## src/rtl/wdog_pkg.sv

```systemverilog
package wdog_pkg;
  localparam int DataW = 32;
  localparam int CntW  = 16;
  localparam int DivW  = 16;
  localparam int AddrW = 8;

  localparam logic [AddrW-1:0] OffStatus = 8'h00;
  localparam logic [AddrW-1:0] OffCtrl   = 8'h20;
  localparam logic [AddrW-1:0] OffLoad   = 8'h24;

  localparam int EnBit      = 7;
  localparam int RestartBit = 9;
  localparam int CauseBit   = 1;
  localparam int HighLsb    = 16;

  typedef struct packed {
    logic            restart;
    logic            clrCause;
    logic            en;
    logic [DivW-1:0] divVal;
    logic [CntW-1:0] loadVal;
  } wdogCmd_t;
endpackage

```

## src/rtl/wdog_regs.sv

```systemverilog
module wdog_regs
  import wdog_pkg::*;
(
  input  logic             clk,
  input  logic             rstN,
  input  logic [AddrW-1:0] busAddr,
  input  logic             busWrEn,
  input  logic [DataW-1:0] busWrData,
  input  logic             causeFlag,
  input  logic [CntW-1:0]  count,
  output logic [DataW-1:0] busRdData,
  output wdogCmd_t         cmd
);
  logic            selStatus, selCtrl, selLoad;
  logic            enReg;
  logic [DivW-1:0] divReg;
  logic [CntW-1:0] loadReg;

  assign selStatus = (busAddr == OffStatus);
  assign selCtrl   = (busAddr == OffCtrl);
  assign selLoad   = (busAddr == OffLoad);

  always_ff @(posedge clk or negedge rstN) begin
    if (!rstN) begin
      enReg   <= 1'b0;
      divReg  <= '0;
      loadReg <= '1;
    end else if (busWrEn) begin
      if (selCtrl) begin
        enReg  <= busWrData[EnBit];
        divReg <= busWrData[HighLsb +: DivW];
      end
      if (selLoad) loadReg <= busWrData[CntW-1:0];
    end
  end

  always_comb begin
    cmd.restart  = busWrEn && selStatus && busWrData[RestartBit];
    cmd.clrCause = busWrEn && selStatus && busWrData[CauseBit];
    cmd.en       = enReg;
    cmd.divVal   = divReg;
    cmd.loadVal  = loadReg;
  end

  always_comb begin
    busRdData = '0;
    if (selStatus) begin
      busRdData[HighLsb +: CntW] = count;
      busRdData[CauseBit]        = causeFlag;
    end else if (selCtrl) begin
      busRdData[HighLsb +: DivW] = divReg;
      busRdData[EnBit]           = enReg;
    end else if (selLoad) begin
      busRdData[CntW-1:0] = loadReg;
    end
  end
endmodule

```

## src/rtl/wdog_dpath.sv

```systemverilog
module wdog_dpath
  import wdog_pkg::*;
(
  input  logic            clk,
  input  logic            rstN,
  input  logic            usTick,
  input  wdogCmd_t        cmd,
  output logic [CntW-1:0] count,
  output logic            causeFlag,
  output logic            rstReq
);
  logic [DivW-1:0] preCnt;
  logic [DivW-1:0] divEff;
  logic            preWrap, cntTick, expire;

  assign divEff  = (cmd.divVal == '0) ? DivW'(1) : cmd.divVal;
  assign preWrap = (preCnt >= divEff - DivW'(1));
  assign cntTick = cmd.en && usTick && preWrap && !cmd.restart;
  assign expire  = cntTick && (count == '0);

  always_ff @(posedge clk or negedge rstN) begin
    if (!rstN)                     preCnt <= '0;
    else if (cmd.restart)          preCnt <= '0;
    else if (cmd.en && usTick)     preCnt <= preWrap ? '0 : preCnt + DivW'(1);
  end

  always_ff @(posedge clk or negedge rstN) begin
    if (!rstN)             count <= '1;
    else if (cmd.restart)  count <= cmd.loadVal;
    else if (cntTick)      count <= (count == '0) ? cmd.loadVal : count - CntW'(1);
  end

  always_ff @(posedge clk or negedge rstN) begin
    if (!rstN) begin
      causeFlag <= 1'b0;
      rstReq    <= 1'b0;
    end else begin
      rstReq <= expire;
      if (expire)            causeFlag <= 1'b1;
      else if (cmd.clrCause) causeFlag <= 1'b0;
    end
  end
endmodule

```

## src/rtl/tick_watchdog.sv

```systemverilog
module tick_watchdog
  import wdog_pkg::*;
(
  input  logic             clk,
  input  logic             rstN,
  input  logic             usTick,
  input  logic [AddrW-1:0] busAddr,
  input  logic             busWrEn,
  input  logic [DataW-1:0] busWrData,
  output logic [DataW-1:0] busRdData,
  output logic             rstReq
);
  wdogCmd_t        cmd;
  logic [CntW-1:0] count;
  logic            causeFlag;

  wdog_regs u_regs (
    .clk(clk), .rstN(rstN), .busAddr(busAddr), .busWrEn(busWrEn),
    .busWrData(busWrData), .causeFlag(causeFlag), .count(count),
    .busRdData(busRdData), .cmd(cmd)
  );

  wdog_dpath u_dpath (
    .clk(clk), .rstN(rstN), .usTick(usTick), .cmd(cmd),
    .count(count), .causeFlag(causeFlag), .rstReq(rstReq)
  );
endmodule

```

## config.mk

```make
export PLATFORM = sky130hd
export DESIGN_NAME = tick_watchdog
export DESIGN_NICKNAME = d
export VERILOG_FILES = /design/src/rtl/wdog_pkg.sv /design/src/rtl/wdog_regs.sv /design/src/rtl/wdog_dpath.sv /design/src/rtl/tick_watchdog.sv
export SDC_FILE = /design/constraint.sdc
export NUM_CORES = 1
export LEC_CHECK = 0
export BUFFER_PORTS_ARGS = -buffer_cell sky130_fd_sc_hd__buf_4
export CAP_MARGIN = 20
export CORE_MARGIN = 3
export CORE_UTILIZATION = 50
export DETAILED_ROUTE_END_ITERATION = 8
export MAX_ROUTING_LAYER = met4
export PLACE_DENSITY = 0.72
export SLEW_MARGIN = 10
export SYNTH_ARGS = -nofsm -noshare
export SYNTH_HDL_FRONTEND = slang
export SYNTH_HIERARCHICAL = 1
export SYNTH_SLANG_ARGS = --single-unit
```

## constraint.sdc

```tcl
create_clock -name clk -period 4.85 [get_ports clk]
set_clock_uncertainty 0.05 [all_clocks]
set_input_delay 0.2425 -clock clk [delete_from_list [all_inputs] [get_ports clk]]
set_output_delay 0.2425 -clock clk [all_outputs]
set_load 0.005 [all_outputs]
```

==> impl_metrics.ini, run 1 <==
[clock_tree]
cts_buffers = 9
root_buffer = clkbuf_8
cts.clk_slew.worst_paths_ns = 0.08
cts_tree = yes
cts_sinks = 67
postCtsSetupBuffers = 0
clock_latency_ns = 0.36
cts_buffer_depth = 2
ctsHtreeMaxLevel = 3

[floorplanning]
core.rowCount = 34
die-height_um = 101
core_area_sq_um = 8760
start_util_pct = 51.5
pin_count = 77
die_area_sq_um = 10200
fp.dieW_um = 101

[timing]
period_share_pct = 95.8
min_period_ns = 4.65
slew_viol_final = 0
tightest_slew_ns = 1.06
hold_viol = 0
setup_ws_ns = 0.202
slew_headroom_pct = 28.6
fmax_mhz = 215
finalSetupViolations = 0

[critical_path]
critical_path_arrival_ns = 4.86
cp_data_required_time_ns = 5.06
startpoint_type = register
worstPathCellList = or4_1, or3_4, or3_4, nor3_2, nor2_1, ha_1, nor3b_1, nand2_1, nor2_1, xnor2_1, ha_1, a21oi_1, o21a_1, a2bb2oi_2, nand4_1, buf_6, o2bb2a_1, o31ai_1
criticalPathCategory = register to register
slowest_stage = or4_1
critPathMaxStageDelay_ns = 0.60
critPathCaptureType = register
path_max_fanout = 24

[routing]
first_pass_iters = 5
antenna_left = 0
via_count = 3990
viasPerCell = 6.14
first_iter_violations = 259
wl_per_cell_um = 18.8
drc = 0
routed_wl_um = 12200

[yosys]
ys_seq_elements = 67
synth_top_cell_by_area = dfrtp_1
synth.most_common_cell = nor2_1
synth_seq_area_share_pct = 38.0
synthTopCellsByArea = dfrtp_1 19%, dfstp_2 19%, mux2_4 6.7%, ha_1 5.5%, mux2i_1 3.8%
synth_edf_count = 0
synth_cell_type_count = 64
synthFlopType = dfrtp_1
syn_avg_cell_area_sq_um = 9.75
synth_common_cells = 45 x nor2_1, 35 x dfrtp_1, 32 x dfstp_2
netlist_instances = 463
synth_nets = 527
async_flop_share_pct = 100
synth_top_area_share_pct = 19.4
yosysWarnings = 6
syn-cell-area_sq_um = 4510

[layout]
n_fill_cell = 753
drive_above_1_share_pct = 33.6
n_antenna_cell = 0
fin_nets = 601
postLayoutCoreUtil_pct = 62.0
areaGrowthSynthToFinish_pct = 20.4

[global_routing]
grt-ovfl-total = 0
antenna_found_initial = 0
grt_max_degree = 68
track_usage_pct = 24.7
grt_pass1_wl_um = 19400
grt_pass1_vias = 3968

[placement]
preCtsSetupSlack_ns = 0.0350
dp_hpwl_um = 8860
gp_congestion = 0.904
numPortBuffers = 76

[power_and_ir_drop]
leakage_uw = 0.00265
p_per_area_nw_per_um2 = 264
ir_drop_uv = 131

[run]
drv_cap = 0

[hold_path]
min_path_type = input pin to register

[outcome]
status = finished clean
report_power, final:
part	switching (uW)	internal, uW	total, uW	leakage [uW]
clock network	237	188	425	0.0000896
logic	197	170	367	0.00175
registers	44.1	597	641	0.000813
total	479	955	1430	0.00265
registers in the layout, summed over array words and instances (netlist names):
register	cells
u_regs/loadReg	16
u_dpath/causeFlag	1
u_dpath/preCnt	16
u_dpath/rstReq	1
u_dpath/count	16
u_regs/divReg	16
u_regs/enReg	1
cells by family after synthesis:
logic type | after synthesis | synth area share (%)
simple gates | 175 | 22.1
compound gates | 101 | 14.7
flops | 67 | 38.0
mux | 50 | 13.7
buf+inv | 38 | 3.66
fa+ha+maj | 20 | 5.54
xor+xnor | 12 | 2.33
cell type report:
cell class	instances	area, sq um	area share (%)
Timing Repair Buffer	84	662	12.2
Clock inverter	7	52.6	0.967
Tap cell	108	135	2.49
Clock buffer	9	124	2.28
Multi-Input combinational cell	358	2680	49.3
Inverter	17	63.8	1.17
Sequential cell	67	1720	31.6
through the flow:
step                      hold slack [ns]  setup TNS [ns]  std cells  power, uW  area, sq um
after floorplan                    -0.103               0        463        882         4510
after global placement              0.355               0        633        980         5210
after detailed placement            0.352               0        633       1000         5210
after CTS                          0.0400               0        650       1430         5390
after global routing               0.0453         -0.0270        650       1510         5440
final                              0.0529               0        650       1430         5440
critical path: cells and delay by family, from the launching register on:
family / cells / cell delay [ns]
AOI/OAI and AO/OA: 5 / 1.02
adders and majority gates: 2 / 0.41
DFF: 1 / 0.44
and+or+nand+nor: 9 / 2.23
buffers and inverters: 1 / 0.22
xor gates and xnor gates: 1 / 0.17
final timing paths:
kind                                          startpoint                            end  slack (ns)  cells past startpoint
setup / recovery            u_regs/divReg[8]$_DFFE_PN0P_  u_dpath/preCnt[3]$_DFFE_PN0P_        0.20                     18
hold / removal                              busWrData[6]  u_regs/loadReg[6]$_DFFE_PN1P_        0.05                      2
setup reg to reg            u_regs/divReg[8]$_DFFE_PN0P_  u_dpath/preCnt[3]$_DFFE_PN0P_        0.20                     18
hold reg to reg            u_dpath/causeFlag$_DFFE_PN0P_  u_dpath/causeFlag$_DFFE_PN0P_        0.45                      1
max in group asynchronous                           rstN   u_regs/divReg[1]$_DFFE_PN0P_        3.72                      2
min in group asynchronous                           rstN  u_dpath/preCnt[8]$_DFFE_PN0P_        0.49                      2
routing by layer:
| metal | wire [um] | GRT usage, % |
|---|---|---|
| met3 | 707 | 4.84 |
| met1 | 5080 | 30.6 |
| met4 | 276 | 9.10 |
| met5 | 0 | - |
| met2 | 6140 | 40.2 |
layout by cell type (no fill, tap or decap), drive strengths merged, types with 3 or more instances in the layout:
cell type / netlist / layout
nor3: 18 / 18
ha: 20 / 20
dfstp: 32 / 32
a22oi: 4 / 4
a41o: 3 / 3
o21a: 4 / 4
nand3: 6 / 6
nor4: 13 / 13
nor2: 46 / 46
o21ai: 29 / 29
nand2: 27 / 27
a21oi: 22 / 22
or3: 7 / 7
inv: 16 / 17
buf: 7 / 83
mux2i: 17 / 17
clkinv: 1 / 6
mux2: 33 / 33
a211oi: 5 / 5
dfrtp: 35 / 35
a21o: 11 / 11
nor2b: 4 / 4
xnor2: 11 / 11
and3: 21 / 21
nand4: 9 / 9
or4: 4 / 4
clkbuf: 14 / 9
nor3b: 10 / 10
what timing repair did:
action / in CTS / in global routing
endpoints found under the setup margin: 0 / 30
resized for setup: 0 / 7
endpoints found under the hold margin: 35 / 0
hold buffers: 1 / 0
No activity file was read; power rests on OpenSTA's default activity.
==> run 2: changes to the inputs <==
--- a/config.mk
+++ b/config.mk
@@ -10,6 +10,7 @@
 export CORE_MARGIN = 3
-export CORE_UTILIZATION = 50
+export CORE_UTILIZATION = 55
 export DETAILED_ROUTE_END_ITERATION = 8
 export MAX_ROUTING_LAYER = met4
-export PLACE_DENSITY = 0.72
+export PLACE_DENSITY = 0.78
+export SETUP_SLACK_MARGIN = 0.3
 export SLEW_MARGIN = 10
==> constraint.sdc (replaced) <==
create_clock -name clk -period 4.85 [get_ports clk]
set_clock_uncertainty 0.05 [all_clocks]
set_input_delay 1.455 -clock clk [delete_from_list [all_inputs] [get_ports clk]]
set_output_delay 1.455 -clock clk [all_outputs]
set_load 0.005 [all_outputs]
==> run 2 against run 1 <==
  * Cell count is 3.1% higher
  * Largest cell class unchanged
  * Clock power up 11%
  * Highest routed layer unchanged
  * Non-clock buffer count grew 26
==> impl_metrics.ini, run 2 (same netlist as run 1, synthesis figures left out) <==
[timing]
rsz0062_at_grt = true
hold_slack_ns = 0.438
slew_headroom_pct = 19.2
fmax_mhz = 218
setup_ws_ns = 0.271
finalSetupViolations = 0
fin_tns_setup_ns = 0
min_period_ns = 4.58
tightest_slew_ns = 1.20
hold_viol = 0
period_share_pct = 94.4
slew_viol_final = 0

[layout]
fin_nets = 627
stdcell_count = 670
mostFrequentLayoutCells = 98 x buf_4, 44 x nor2_1, 33 x dfrtp_1
drive_above_1_share_pct = 41.0
n_antenna_cell = 0
final_common_cell = buf_4
postLayoutCoreUtil_pct = 73.8
areaGrowthSynthToFinish_pct = 28.3
n_fill_cell = 574

[routing]
drc = 0
first_pass_iters = 6
via_count = 4245
viasPerCell = 6.34
wl_met3_um = 1010
top_layer = met4
wl_per_cell_um = 19.6
routed_wl_um = 13100
antenna_left = 0
first_iter_violations = 322
wl_met1_um = 5200
wl_met2_um = 6460

[critical_path]
critical_path_arrival_ns = 4.76
crit_start = u_regs/divReg[8]$_DFFE_PN0P_
r2r-end = u_dpath/preCnt[14]$_DFFE_PN0P_
startpoint_type = register
r2r_slack_ns = 0.27
reg2regPathDepth = 19
path_max_fanout = 6
r2r-start = u_regs/divReg[8]$_DFFE_PN0P_
cp_data_required_time_ns = 5.03
criticalPathCategory = register to register
crit_end = u_dpath/preCnt[14]$_DFFE_PN0P_
critPathCaptureType = register

[power_and_ir_drop]
leakage_uw = 0.00281
p_per_area_nw_per_um2 = 269
ir_drop_uv = 139

[placement]
dp_hpwl_um = 8690
numPortBuffers = 76
gp_congestion = 0.896
preCtsSetupSlack_ns = 0.104
dp.cells = 628

[clock_tree]
cts_tree = yes
clock_latency_ns = 0.34
ctsHtreeMaxLevel = 3
cts_buffers = 9
cts_buffer_depth = 2
cts.clk_slew.worst_paths_ns = 0.07
holdBufCountCts = 0
root_buffer = clkbuf_8
cts_sinks = 67

[global_routing]
grt_pass1_wl_um = 19200
grt_max_degree = 68
grt_pass1_vias = 3934
grt-ovfl-total = 0
antenna_found_initial = 0
track_usage_pct = 27.5

[floorplanning]
core.rowCount = 32
core_area_sq_um = 7850
fp.dieW_um = 96.6
die-height_um = 96.6
die_area_sq_um = 9330
pin_count = 77
start_util_pct = 57.5

[run]
drv_cap = 0

[outcome]
status = finished clean

[hold_path]
min_path_type = register to register
==> run 2: changes by cell type in the layout (fill, tap and decap cells not counted), sizes merged <==
cell	before	now
buf	83	109
clkbuf	9	15
clkinv	6	2
bufinv	0	1
clkinvlp	1	0
dlygate4sd3	1	0
inv	17	16
==> run 2: worst min-delay path by stage <==
stage | start | end | cells after the start
global route | u_dpath/causeFlag$_DFFE_PN0P_ | u_dpath/causeFlag$_DFFE_PN0P_ | 1
floorplan | u_dpath/causeFlag$_DFFE_PN0P_ | u_dpath/causeFlag$_DFFE_PN0P_ | 1
finish | u_dpath/causeFlag$_DFFE_PN0P_ | u_dpath/causeFlag$_DFFE_PN0P_ | 1
detailed placement | u_dpath/causeFlag$_DFFE_PN0P_ | u_dpath/causeFlag$_DFFE_PN0P_ | 1
global placement | u_dpath/causeFlag$_DFFE_PN0P_ | u_dpath/causeFlag$_DFFE_PN0P_ | 1
CTS | u_dpath/causeFlag$_DFFE_PN0P_ | u_dpath/causeFlag$_DFFE_PN0P_ | 1
==> run 2: cell type report <==
| cell class | instances | area, sq um | share of cell area (%) |
|---|---|---|---|
| Tap cell | 102 | 128 | 2.20 |
| Clock buffer | 14 | 163 | 2.81 |
| Clock inverter | 2 | 35.0 | 0.605 |
| Timing Repair Buffer | 110 | 861 | 14.9 |
| Inverter | 17 | 63.8 | 1.10 |
| Multi-Input combinational cell | 358 | 2820 | 48.7 |
| Sequential cell | 67 | 1720 | 29.7 |
==> run 2: metrics by stage <==
step | total power, uW | area, sq um
after floorplan | 882 | 4510
after global placement | 975 | 5180
after detailed placement | 998 | 5180
after CTS | 1480 | 5430
after global routing | 1640 | 5790
final | 1560 | 5790
==> run 2: power breakdown <==
group          switching [uW]  internal, uW  total [uW]
logic                     235           208         443
clock network             206           266         472
registers                46.4           598         644
total                     487          1070        1560
==> run 2: metal layers <==
layer	global-route usage, %	up-vias
met3	4.88	45
li1	-	1922
met1	34.9	2036
met5	-	-
met4	11.4	0
met2	43.4	242
==> run 2: critical path, cell delays in order, from the launching register on <==
cell and delay [ns]:
dfrtp_2 0.45, or4_4 0.58, or3_4 0.39, or3_4 0.39
nor3_4 0.13, nor2_2 0.07, ha_2 0.20, nor3b_4 0.17
nand2_2 0.13, nor3_2 0.06, xnor2_1 0.13, ha_1 0.30
nand4_1 0.16, nor3_4 0.30, o311ai_4 0.17, nand4_1 0.21
buf_4 0.18, buf_6 0.13, nor3_1 0.05, a211o_1 0.23
==> run 2: repair_timing <==
| action | CTS | global route |
|---|---|---|
| setup endpoints to repair | 28 | 32 |
| cloned | 1 | 4 |
| buffers inserted | 2 | 19 |
| pin swaps | 3 | 31 |
| gates resized for setup | 7 | 59 |
==> run 3: changes to the inputs <==
- PLACE_DENSITY: 0.78 -> 0.8
==> run 3 against run 2 <==
  * Utilization down 1.8 points
  * Maximum frequency down 0.57%
  * Die area unchanged
  * Sequential power about the same
==> impl_metrics.ini, run 3 (same netlist as run 1, synthesis figures left out) <==
[timing]
fin_tns_setup_ns = 0
slew_headroom_pct = 32.7
min_period_ns = 4.61
period_share_pct = 95.0
rsz0062_at_grt = true
hold_viol = 0
setup_ws_ns = 0.245
fmax_mhz = 217
tightest_slew_ns = 1.00
slew_viol_final = 0
finalSetupViolations = 0

[critical_path]
critical_path_arrival_ns = 4.83
criticalPathCategory = register to register
cp.depth = 18
critPathCaptureType = register
critPathMaxStageDelay_ns = 0.56
startpoint_type = register
r2r-end = u_dpath/preCnt[7]$_DFFE_PN0P_
crit_family = simple AND/OR/NAND/NOR gates
r2r-start = u_regs/divReg[8]$_DFFE_PN0P_
r2r_slack_ns = 0.24
slowest_stage = or4_4
worstPathCellList = or4_4, or3_4, or3_4, nor3_4, nor2_2, ha_2, nor3b_4, nand2_2, nor3_1, xnor2_1, ha_1, nand4_1, buf_4, a2bb2oi_4, nand4_1, buf_6, or3_1, a21oi_1
path_buf_inv = 2
path_max_fanout = 25
reg2regPathDepth = 18
cp_data_required_time_ns = 5.07

[routing]
antenna_left = 0
drc = 0
routed_wl_um = 12600
via_count = 4188
viasPerCell = 6.33
first_iter_violations = 252
first_pass_iters = 7
wl_per_cell_um = 19.1

[layout]
final_common_cell = buf_4
drive_above_1_share_pct = 38.0
multiInputGateArea_sq_um = 2780
fin_nets = 619
areaGrowthSynthToFinish_pct = 25.1
n_fill_cell = 590
seq_area_sq_um = 1720
stdcell_count = 662
postLayoutCoreUtil_pct = 72.0
n_antenna_cell = 0
mostFrequentLayoutCells = 96 x buf_4, 44 x nor2_1, 33 x dfrtp_1

[placement]
numPortBuffers = 76
dp_hpwl_um = 8630
gp_congestion = 0.965
preCtsSetupSlack_ns = 0.0944
dp.cells = 628

[clock_tree]
cts_tree = yes
cts_buffer_depth = 2
cts_sinks = 67
holdBufCountCts = 0
cts.clk_slew.worst_paths_ns = 0.08
root_buffer = clkbuf_8
clock_latency_ns = 0.35
ctsHtreeMaxLevel = 3
cts_buffers = 9

[floorplanning]
start_util_pct = 57.5
die-height_um = 96.6
fp.dieW_um = 96.6
core_area_sq_um = 7850
core.rowCount = 32
die_area_sq_um = 9330
pin_count = 77

[run]
drv_cap = 0

[outcome]
status = finished clean

[power_and_ir_drop]
p_per_area_nw_per_um2 = 265
ir_drop_uv = 161
leakage_uw = 0.00275

[hold_path]
min_path_type = register to register
min_from = u_dpath/causeFlag$_DFFE_PN0P_
min_path_cells = 1
holdPathEnd = u_dpath/causeFlag$_DFFE_PN0P_

[global_routing]
grt-ovfl-total = 0
antenna_found_initial = 0
grt_pass1_vias = 3860
grt_max_degree = 68
track_usage_pct = 26.4
grt_pass1_wl_um = 18500
-- run 3: area by class of cell --
| type | count | area share (%) |
|---|---|---|
| clock inverter | 5 | 0.687 |
| tap | 102 | 2.26 |
| multi-input combinational | 358 | 49.2 |
| inverter | 17 | 1.13 |
| clock buffer | 11 | 2.33 |
| sequential | 67 | 30.4 |
| timing repair buffer | 102 | 14.0 |
-- run 3: per-layer routing --
layer	wire length (um)	GRT usage (%)	part of all wire, %	vias up
li1	-	-	-	1905
met1	4890	32.2	39	2025
met2	6380	43.3	50	217
met3	1040	6.12	8.2	41
met4	335	8.53	2.6	0
met5	0	-	0	-
-- run 3: repair_timing --
item,in CTS,in global routing
gates resized for setup,4,34
gates cloned,0,1
setup buffers,4,13
pin swaps,2,19
endpoints found under the setup margin,27,33
-- run 3: worst reg2reg max path, delay by kind of cell (launching register included) --
kind            cells  cell delay [ns]
flops               1             0.44
fa+ha+maj           2             0.48
simple gates       11             2.63
compound gates      2             0.37
buf+inv             2             0.36
xor+xnor            1             0.20
-- run 3: worst max path at each step --
stage / start / to / slack (ns)
floorplan: u_regs/divReg[7]$_DFFE_PN0P_ / u_dpath/count[5]$_DFFE_PN1P_ / 0.38
global placement: u_regs/divReg[7]$_DFFE_PN0P_ / u_dpath/count[6]$_DFFE_PN1P_ / 0.30
detailed placement: u_regs/divReg[7]$_DFFE_PN0P_ / u_dpath/count[6]$_DFFE_PN1P_ / 0.09
CTS: u_regs/divReg[7]$_DFFE_PN0P_ / u_dpath/count[6]$_DFFE_PN1P_ / 0.29
global route: u_regs/divReg[8]$_DFFE_PN0P_ / u_dpath/count[6]$_DFFE_PN1P_ / 0.08
finish: u_regs/divReg[8]$_DFFE_PN0P_ / u_dpath/preCnt[7]$_DFFE_PN0P_ / 0.24
-- run 3: where the power goes --
part / internal, uW / switching (uW) / total [uW]
Clock: 188 / 223 / 411
Combinational: 209 / 232 / 442
Sequential: 598 / 45.2 / 643
Total: 995 / 500 / 1500
-- run 3: per-stage QoR --
stage / total power [uW] / cell area, sq um / hold slack [ns]
after floorplan: 882 / 4510 / 0.403
after global placement: 978 / 5180 / 0.417
after detailed placement: 994 / 5180 / 0.422
after CTS: 1420 / 5400 / 0.441
after global routing: 1570 / 5650 / 0.462
final: 1500 / 5650 / 0.437
